### config.mk
export PLATFORM = sky130hd
export DESIGN_NAME = xirq_cfg_ctrl
export DESIGN_NICKNAME = d
export VERILOG_FILES = /design/src/rtl/xirq_pkg.sv /design/src/rtl/xirq_sync.sv /design/src/rtl/xirq_cfg.sv /design/src/rtl/xirq_line.sv /design/src/rtl/xirq_cfg_ctrl.sv
export SDC_FILE = /design/constraint.sdc
export NUM_CORES = 1
export LEC_CHECK = 0
export CORE_MARGIN = 8
export CORE_UTILIZATION = 42
export CTS_BUF_LIST = sky130_fd_sc_hd__clkbuf_16
export DETAILED_ROUTE_END_ITERATION = 8
export PLACE_DENSITY = 0.8
export SLEW_MARGIN = 20
export SYNTH_ARGS = -nofsm -noshare
export SYNTH_HDL_FRONTEND = slang
export SYNTH_SLANG_ARGS = --single-unit
### constraint.sdc
create_clock -name clk_i -period 1.5 [get_ports clk_i]
set_input_delay 0.225 -clock clk_i [delete_from_list [all_inputs] [get_ports clk_i]]
set_output_delay 0.225 -clock clk_i [all_outputs]
set_load 0.02 [all_outputs]
### src/rtl/xirq_pkg.sv
package xirq_pkg;

  // Index of each field inside the configuration word; a field starts at index*lines.
  localparam int F_POL   = 0;
  localparam int F_STAT  = 1;
  localparam int F_CLR   = 2;
  localparam int F_MASK  = 3;
  localparam int F_ANY   = 4;
  localparam int F_LVL   = 5;
  localparam int F_COUNT = 6;

  function automatic int field_lsb(input int fidx, input int lines);
    return fidx * lines;
  endfunction

  // Transition qualifies as an event for the given polarity / either-edge choice.
  function automatic logic edge_hit(input logic prev, input logic cur,
                                    input logic pol, input logic any_edge);
    logic rise;
    logic fall;
    rise = cur & ~prev;
    fall = ~cur & prev;
    if (any_edge) return rise | fall;
    return pol ? rise : fall;
  endfunction

  // Level-mode status: active when the synchronized input matches polarity.
  function automatic logic level_active(input logic cur, input logic pol);
    return ~(cur ^ pol);
  endfunction

endpackage

### src/rtl/xirq_sync.sv
module xirq_sync #(
  parameter int WIDTH = 4
) (
  input  logic             clk_i,
  input  logic             rst_ni,
  input  logic [WIDTH-1:0] raw_i,
  output logic [WIDTH-1:0] cur_o,
  output logic [WIDTH-1:0] prev_o
);

  logic [WIDTH-1:0] meta_q;
  logic [WIDTH-1:0] cur_q;
  logic [WIDTH-1:0] prev_q;

  always_ff @(posedge clk_i) begin
    if (!rst_ni) begin
      meta_q <= '0;
      cur_q  <= '0;
      prev_q <= '0;
    end else begin
      meta_q <= raw_i;
      cur_q  <= meta_q;
      prev_q <= cur_q;
    end
  end

  assign cur_o  = cur_q;
  assign prev_o = prev_q;

endmodule

### src/rtl/xirq_cfg.sv
module xirq_cfg #(
  parameter int LINES = 4,
  parameter int DW    = 32
) (
  input  logic             clk_i,
  input  logic             rst_ni,
  input  logic             wr_en_i,
  input  logic [DW-1:0]    wr_data_i,
  output logic [LINES-1:0] pol_o,
  output logic [LINES-1:0] mask_o,
  output logic [LINES-1:0] any_o,
  output logic [LINES-1:0] lvl_o,
  output logic [LINES-1:0] clr_o
);

  localparam int POL_LSB  = xirq_pkg::field_lsb(xirq_pkg::F_POL,  LINES);
  localparam int CLR_LSB  = xirq_pkg::field_lsb(xirq_pkg::F_CLR,  LINES);
  localparam int MASK_LSB = xirq_pkg::field_lsb(xirq_pkg::F_MASK, LINES);
  localparam int ANY_LSB  = xirq_pkg::field_lsb(xirq_pkg::F_ANY,  LINES);
  localparam int LVL_LSB  = xirq_pkg::field_lsb(xirq_pkg::F_LVL,  LINES);

  logic [LINES-1:0] pol_q, mask_q, any_q, lvl_q;

  always_ff @(posedge clk_i) begin
    if (!rst_ni) begin
      pol_q  <= '0;
      mask_q <= '0;
      any_q  <= '0;
      lvl_q  <= '0;
    end else if (wr_en_i) begin
      pol_q  <= wr_data_i[POL_LSB  +: LINES];
      mask_q <= wr_data_i[MASK_LSB +: LINES];
      any_q  <= wr_data_i[ANY_LSB  +: LINES];
      lvl_q  <= wr_data_i[LVL_LSB  +: LINES];
    end
  end

  // Clear is a one-cycle pulse taken straight from the write; it is never stored.
  assign clr_o  = wr_en_i ? wr_data_i[CLR_LSB +: LINES] : '0;
  assign pol_o  = pol_q;
  assign mask_o = mask_q;
  assign any_o  = any_q;
  assign lvl_o  = lvl_q;

  // settings move only on a write
  a_r2_cfg_stable: assert property (@(posedge clk_i) disable iff (!rst_ni)
    !wr_en_i |=> ($stable(pol_q) && $stable(mask_q) && $stable(any_q) && $stable(lvl_q)));

endmodule

### src/rtl/xirq_line.sv
module xirq_line (
  input  logic clk_i,
  input  logic rst_ni,
  input  logic cur_i,
  input  logic prev_i,
  input  logic pol_i,
  input  logic any_i,
  input  logic lvl_i,
  input  logic clr_i,
  output logic evt_o,
  output logic status_o
);

  logic latch_q;

  // Event only counts in edge mode.
  assign evt_o = ~lvl_i & xirq_pkg::edge_hit(prev_i, cur_i, pol_i, any_i);

  // A new event wins over a clear in the same cycle so no edge is lost.
  always_ff @(posedge clk_i) begin
    if (!rst_ni)     latch_q <= 1'b0;
    else if (evt_o)  latch_q <= 1'b1;
    else if (clr_i)  latch_q <= 1'b0;
  end

  assign status_o = lvl_i ? xirq_pkg::level_active(cur_i, pol_i) : latch_q;

  // a detected edge is latched on the next clock
  a_r3_evt_latches: assert property (@(posedge clk_i) disable iff (!rst_ni)
    evt_o |=> latch_q);

  // a latched bit holds without a clear
  a_r6_latch_holds: assert property (@(posedge clk_i) disable iff (!rst_ni)
    (latch_q && !clr_i) |=> latch_q);

  // a clear with no competing event empties the latch
  a_r7_clear_empties: assert property (@(posedge clk_i) disable iff (!rst_ni)
    (clr_i && !evt_o) |=> !latch_q);

  // either-edge mode reacts to every synchronized change
  a_r5_any_edge: assert property (@(posedge clk_i) disable iff (!rst_ni)
    (!lvl_i && any_i && (cur_i != prev_i)) |-> evt_o);

  // an unchanged input never produces an event
  a_r4_no_spurious: assert property (@(posedge clk_i) disable iff (!rst_ni)
    (cur_i == prev_i) |-> !evt_o);

endmodule

### src/rtl/xirq_cfg_ctrl.sv
module xirq_cfg_ctrl #(
  parameter int LINES = 4,
  parameter int DW    = 32
) (
  input  logic             clk_i,
  input  logic             rst_ni,
  input  logic             wr_en_i,
  input  logic [DW-1:0]    wr_data_i,
  output logic [DW-1:0]    rd_data_o,
  input  logic [LINES-1:0] line_i,
  output logic             irq_o
);

  localparam int POL_LSB  = xirq_pkg::field_lsb(xirq_pkg::F_POL,  LINES);
  localparam int STAT_LSB = xirq_pkg::field_lsb(xirq_pkg::F_STAT, LINES);
  localparam int CLR_LSB  = xirq_pkg::field_lsb(xirq_pkg::F_CLR,  LINES);
  localparam int MASK_LSB = xirq_pkg::field_lsb(xirq_pkg::F_MASK, LINES);
  localparam int ANY_LSB  = xirq_pkg::field_lsb(xirq_pkg::F_ANY,  LINES);
  localparam int LVL_LSB  = xirq_pkg::field_lsb(xirq_pkg::F_LVL,  LINES);
  localparam int USED_W   = xirq_pkg::F_COUNT * LINES;

  initial begin
    if (USED_W > DW) $error("configuration word too narrow for %0d lines", LINES);
  end

  logic [LINES-1:0] cur_w, prev_w;
  logic [LINES-1:0] pol_w, mask_w, any_w, lvl_w, clr_w;
  logic [LINES-1:0] evt_w, status_w;

  xirq_sync #(.WIDTH(LINES)) sync_i (
    .clk_i  (clk_i),
    .rst_ni (rst_ni),
    .raw_i  (line_i),
    .cur_o  (cur_w),
    .prev_o (prev_w)
  );

  xirq_cfg #(.LINES(LINES), .DW(DW)) cfg_i (
    .clk_i     (clk_i),
    .rst_ni    (rst_ni),
    .wr_en_i   (wr_en_i),
    .wr_data_i (wr_data_i),
    .pol_o     (pol_w),
    .mask_o    (mask_w),
    .any_o     (any_w),
    .lvl_o     (lvl_w),
    .clr_o     (clr_w)
  );

  for (genvar n = 0; n < LINES; n++) begin : g_line
    xirq_line line_u (
      .clk_i    (clk_i),
      .rst_ni   (rst_ni),
      .cur_i    (cur_w[n]),
      .prev_i   (prev_w[n]),
      .pol_i    (pol_w[n]),
      .any_i    (any_w[n]),
      .lvl_i    (lvl_w[n]),
      .clr_i    (clr_w[n]),
      .evt_o    (evt_w[n]),
      .status_o (status_w[n])
    );
  end

  logic unused_evt;
  assign unused_evt = ^evt_w;

  always_comb begin
    rd_data_o = '0;
    rd_data_o[POL_LSB  +: LINES] = pol_w;
    rd_data_o[STAT_LSB +: LINES] = status_w;
    rd_data_o[MASK_LSB +: LINES] = mask_w;
    rd_data_o[ANY_LSB  +: LINES] = any_w;
    rd_data_o[LVL_LSB  +: LINES] = lvl_w;
  end

  assign irq_o = |(status_w & mask_w);

  // clear field is write-only
  a_r2_clear_reads_zero: assert property (@(posedge clk_i) disable iff (!rst_ni)
    rd_data_o[CLR_LSB +: LINES] == '0);

  // nothing enabled means no request
  a_r9_masked_quiet: assert property (@(posedge clk_i) disable iff (!rst_ni)
    (rd_data_o[MASK_LSB +: LINES] == '0) |-> !irq_o);

endmodule

==> flow_summary.html <==
<table>
<tr><th>Metric</th><th>Value</th></tr>
<tr><th colspan="2">Die</th></tr>
<tr><td>Die Y-Extent</td><td>78.4 um</td></tr>
<tr><td>Number of ports placed on the die boundary</td><td>72</td></tr>
<tr><td>Die Width</td><td>78.4 um</td></tr>
<tr><td>Core area</td><td>between 3000 and 4000 um2</td></tr>
<tr><td>Initial core utilization</td><td>44.0%</td></tr>
<tr><td>Core Rows</td><td>22</td></tr>
<tr><td>Die area</td><td>6150 um2</td></tr>
<tr><th colspan="2">GRT</th></tr>
<tr><td>Initial antenna violation count</td><td>0</td></tr>
<tr><td>Overall track demand over capacity in global routing</td><td>roughly 11%</td></tr>
<tr><td>Wire length of the first global-routing pass</td><td>5340 um</td></tr>
<tr><td>Remaining global-route overflow</td><td>0</td></tr>
<tr><td>Number of global-route vias before repair</td><td>~1200</td></tr>
<tr><td>Largest net degree at the start of global routing</td><td>33</td></tr>
<tr><th colspan="2">Route</th></tr>
<tr><td>Per-cell via count in the routed design</td><td>4.40</td></tr>
<tr><td>Initial detailed-routing violation count</td><td>32</td></tr>
<tr><td>Number of DRC violations after detailed routing</td><td>0</td></tr>
<tr><td>Vias post-DR</td><td>1196</td></tr>
<tr><td>Number of optimization iterations in the first detailed-route pass</td><td>4</td></tr>
<tr><td>Mean routed wirelength per cell</td><td>between 10 and 15 um</td></tr>
<tr><td>Post-route antenna net violation count</td><td>0</td></tr>
<tr><td>Routed wire length</td><td>approximately 3300 um</td></tr>
<tr><th colspan="2">Timing</th></tr>
<tr><td>Final clock skew</td><td>0.000798 ns</td></tr>
<tr><td>PnR worst setup slack</td><td>-0.0676 ns</td></tr>
<tr><td>Highest clock frequency the design can meet</td><td>0.638 GHz</td></tr>
<tr><td>Fin crit share</td><td>105%</td></tr>
<tr><td>Final hold viol count</td><td>0</td></tr>
<tr><td>Setup repair after global routing missed its margin</td><td>true</td></tr>
<tr><td>Total Neg Setup Slack</td><td>-0.0676 ns</td></tr>
<tr><td>Post-layout min period</td><td>1.57 ns</td></tr>
<tr><td>Count of pins over their slew limit</td><td>0</td></tr>
<tr><td>Total setup violations reported at the end of the flow</td><td>1</td></tr>
<tr><th colspan="2">Finish</th></tr>
<tr><td>Commonest non-fill, non-tap cell in the layout</td><td>sky130_fd_sc_hd__dfxtp_1</td></tr>
<tr><td>Layout overhead on the synthesized area</td><td>40.6%</td></tr>
<tr><td>Post-layout utilization of the core</td><td>61.9%</td></tr>
<tr><td>Share of post-route cells with drive strength above 1</td><td>between 20% and 30%</td></tr>
<tr><td>Net count of the finished layout</td><td>271</td></tr>
<tr><td>Commonest cells after routing, fill and taps aside</td><td>sky130_fd_sc_hd__dfxtp_1, sky130_fd_sc_hd__clkdlybuf4s50_1, sky130_fd_sc_hd__buf_4, sky130_fd_sc_hd__mux2i_1, sky130_fd_sc_hd__nor2b_1</td></tr>
<tr><td>Ant. Diodes</td><td>0</td></tr>
<tr><th colspan="2">Power</th></tr>
<tr><td>Ratio of total power to cell area</td><td>a little under 1000 nW/um2</td></tr>
<tr><td>Internal cell power</td><td>approximately 1700 uW</td></tr>
<tr><td>Portion of total power attributed to the clock network</td><td>40.1%</td></tr>
<tr><td>Reported leakage power</td><td>0.00111 uW</td></tr>
<tr><td>Sequential power share</td><td>roughly two fifths</td></tr>
<tr><td>Post-layout total power</td><td>2250 uW</td></tr>
<tr><td>Sw Ratio</td><td>between 20% and 30%</td></tr>
<tr><td>Max VDD drop</td><td>0.000527 V</td></tr>
<tr><td>Switching power</td><td>537 uW</td></tr>
<tr><td>Combinational share of power</td><td>a little under a fifth</td></tr>
<tr><th colspan="2">Synthesis</th></tr>
<tr><td>Share of the yosys chip area belonging to registers</td><td>39.2%</td></tr>
<tr><td>Summed instance area of the synthesized netlist</td><td>1640 um2</td></tr>
<tr><td>Flops &amp; latches, synth</td><td>32</td></tr>
<tr><td>Per-instance average area after synthesis</td><td>9.68 um2</td></tr>
<tr><td>Count of mapped cells out of synthesis</td><td>169</td></tr>
<tr><td>Count of cell types in the netlist</td><td>23</td></tr>
<tr><td>Total of warnings raised by yosys</td><td>0</td></tr>
<tr><th colspan="2">Worst setup path</th></tr>
<tr><td>R2r startpoint</td><td>sync_i.cur_o[0]</td></tr>
<tr><td>RR Endpoint</td><td>g_line[0].line_u.latch_q</td></tr>
<tr><td>Data required time at the worst endpoint</td><td>~1.3 ns</td></tr>
<tr><td>Beginning of the critical path</td><td>cfg_i.pol_o[0]</td></tr>
<tr><td>Crit-path max FO</td><td>2</td></tr>
<tr><td>Kind of end point of the critical path</td><td>output port</td></tr>
<tr><td>Crit path launch type</td><td>register</td></tr>
<tr><td>Depth of the most critical reg-to-reg path</td><td>6</td></tr>
<tr><td>Setup slack of the most critical reg-to-reg path</td><td>0.12 ns</td></tr>
<tr><td>Worst EP arrival</td><td>1.34 ns</td></tr>
<tr><td>Type of the setup path with the least slack</td><td>register to output port</td></tr>
<tr><th colspan="2">Worst hold path</th></tr>
<tr><td>Worst Hold End</td><td>sync_i.cur_o[2]</td></tr>
<tr><td>Worst min-delay path category</td><td>register to register</td></tr>
<tr><td>Source of the worst hold timing path</td><td>sync_i.meta_q[2]</td></tr>
<tr><td>Worst hold path cell count</td><td>1</td></tr>
<tr><th colspan="2">Placed design</th></tr>
<tr><td>Placed wire-length estimate after detailed placement</td><td>about 2600 um</td></tr>
<tr><td>Count of buffers from port buffering</td><td>47</td></tr>
<tr><td>GPL Wtd Cong</td><td>0.705</td></tr>
<tr><th colspan="2">Clock network</th></tr>
<tr><td>Worst skew pair latency</td><td>0.27 ns</td></tr>
<tr><td>Maximum root-to-sink buffer count</td><td>2</td></tr>
<tr><td>Clock-pin slew of the registers on the worst-case setup and hold paths</td><td>~0.05 ns</td></tr>
<tr><td>Clock tree sinks</td><td>32</td></tr>
<tr><td>Deepest level of the CTS H-tree</td><td>2</td></tr>
<tr><td>Clock tree from TritonCTS</td><td>built</td></tr>
<tr><td>Total CTS buffers</td><td>5</td></tr>
<tr><td>Cell at the root of the clock tree</td><td>sky130_fd_sc_hd__clkbuf_16</td></tr>
<tr><th colspan="2">Status</th></tr>
<tr><td>Violations in the final reports</td><td>negative setup slack</td></tr>
<tr><td>Run status</td><td>complete, but fails checks</td></tr>
<tr><th colspan="2">Job</th></tr>
<tr><td>Max-cap violations</td><td>0</td></tr>
</table>
==> cells in the mapped netlist, drive strengths merged <==
cell | count | area [um2]
a31oi | 1 | 6.26
a21oi | 4 | 20.0
a311oi | 1 | 8.76
and3b | 1 | 8.76
and2 | 12 | 75.1
buf | 30 | 223
o21ai | 5 | 25.0
nand4 | 1 | 6.26
nand3b | 1 | 7.51
and3 | 1 | 6.26
nor2b | 16 | 100
mux2 | 8 | 90.1
inv | 9 | 33.8
mux2i | 16 | 160
dfxtp | 32 | 641
a21boi | 4 | 30.0
ha | 8 | 100
conb | 1 | 3.75
xnor2 | 4 | 35.0
nand3 | 2 | 10.0
nand2 | 9 | 33.8
clkbuf | 3 | 11.3
==> state kept, by name (all words and copies together) (netlist names) <==
name                   count
cfg_i.lvl_o                4
cfg_i.mask_o               4
cfg_i.any_o                4
cfg_i.pol_o                4
g_line.line_u.latch_q      4
sync_i.meta_q              4
sync_i.cur_o               4
sync_i.prev_o              4
==> cell type report <==
type | instances | area, um2
fill | 323 | 1420
multi-input combinational | 106 | 783
sequential | 32 | 644
timing repair buffer | 70 | 644
clock buffer | 5 | 125
tap | 48 | 60.1
inverter | 9 | 33.8
clock inverter | 2 | 7.51
==> worst max-delay path, stage by stage, from the launching register on <==
cell	delay (ns)
sky130_fd_sc_hd__dfxtp_2	0.33
sky130_fd_sc_hd__xnor2_2	0.13
sky130_fd_sc_hd__and3_1	0.14
sky130_fd_sc_hd__a31oi_1	0.18
sky130_fd_sc_hd__nand4_1	0.14
sky130_fd_sc_hd__buf_6	0.16
==> per-layer routing <==
metal | track usage (%) | wire (um)
met1 | 11.8 | 1490
met2 | 18.1 | 1590
met3 | 3.99 | 232
met4 | 5.00 | 36
met5 | 0 | 0
==> per-stage QoR <==
stage                     std cells  hold slack (ns)  setup WS (ns)  cell area [um2]
final                           272            0.428        -0.0676             2300
after global routing            272            0.445         -0.126             2300
after CTS                       271            0.432        -0.0938             2260
after detailed placement        264            0.421         -0.193             2160
after global placement          264            0.413         -0.190             2160
after floorplan                 180            0.347          0.237             1680
==> power by group through the flow <==
stage / registers [uW] / clock network (uW) / logic (uW)
2_1_floorplan: 956 / 0 / 265
3_3_place_gp: 943 / 0 / 438
3_5_place_dp: 945 / 0 / 445
4_1_cts: 929 / 930 / 419
5_1_grt: 935 / 970 / 455
6_report: 931 / 905 / 419
==> worst max-delay path by stage <==
stage          endpoint  cells after the start
2_1_floorplan     irq_o                      4
3_3_place_gp      irq_o                      5
3_5_place_dp      irq_o                      5
4_1_cts           irq_o                      5
5_1_grt           irq_o                      5
6_report          irq_o                      5
==> cell families after synthesis <==
family	Yosys count	synth area share, %
and+or+nand+nor	43	15.1
DFF	32	39.2
muxes	24	15.3
adders and majority gates	8	6.12
other	1	0.229
buffers and inverters	42	16.4
xor gates and xnor gates	4	2.14
AOI/OAI and AO/OA	15	5.51
==> what timing repair did <==
action                     CTS  global route
setup endpoints to repair   17             6
buffers inserted             0             1
pin swaps                    0             3
gates resized for setup     32            11
hold buffers                 0             0
Note: power is estimated with default switching activity, not from simulation.
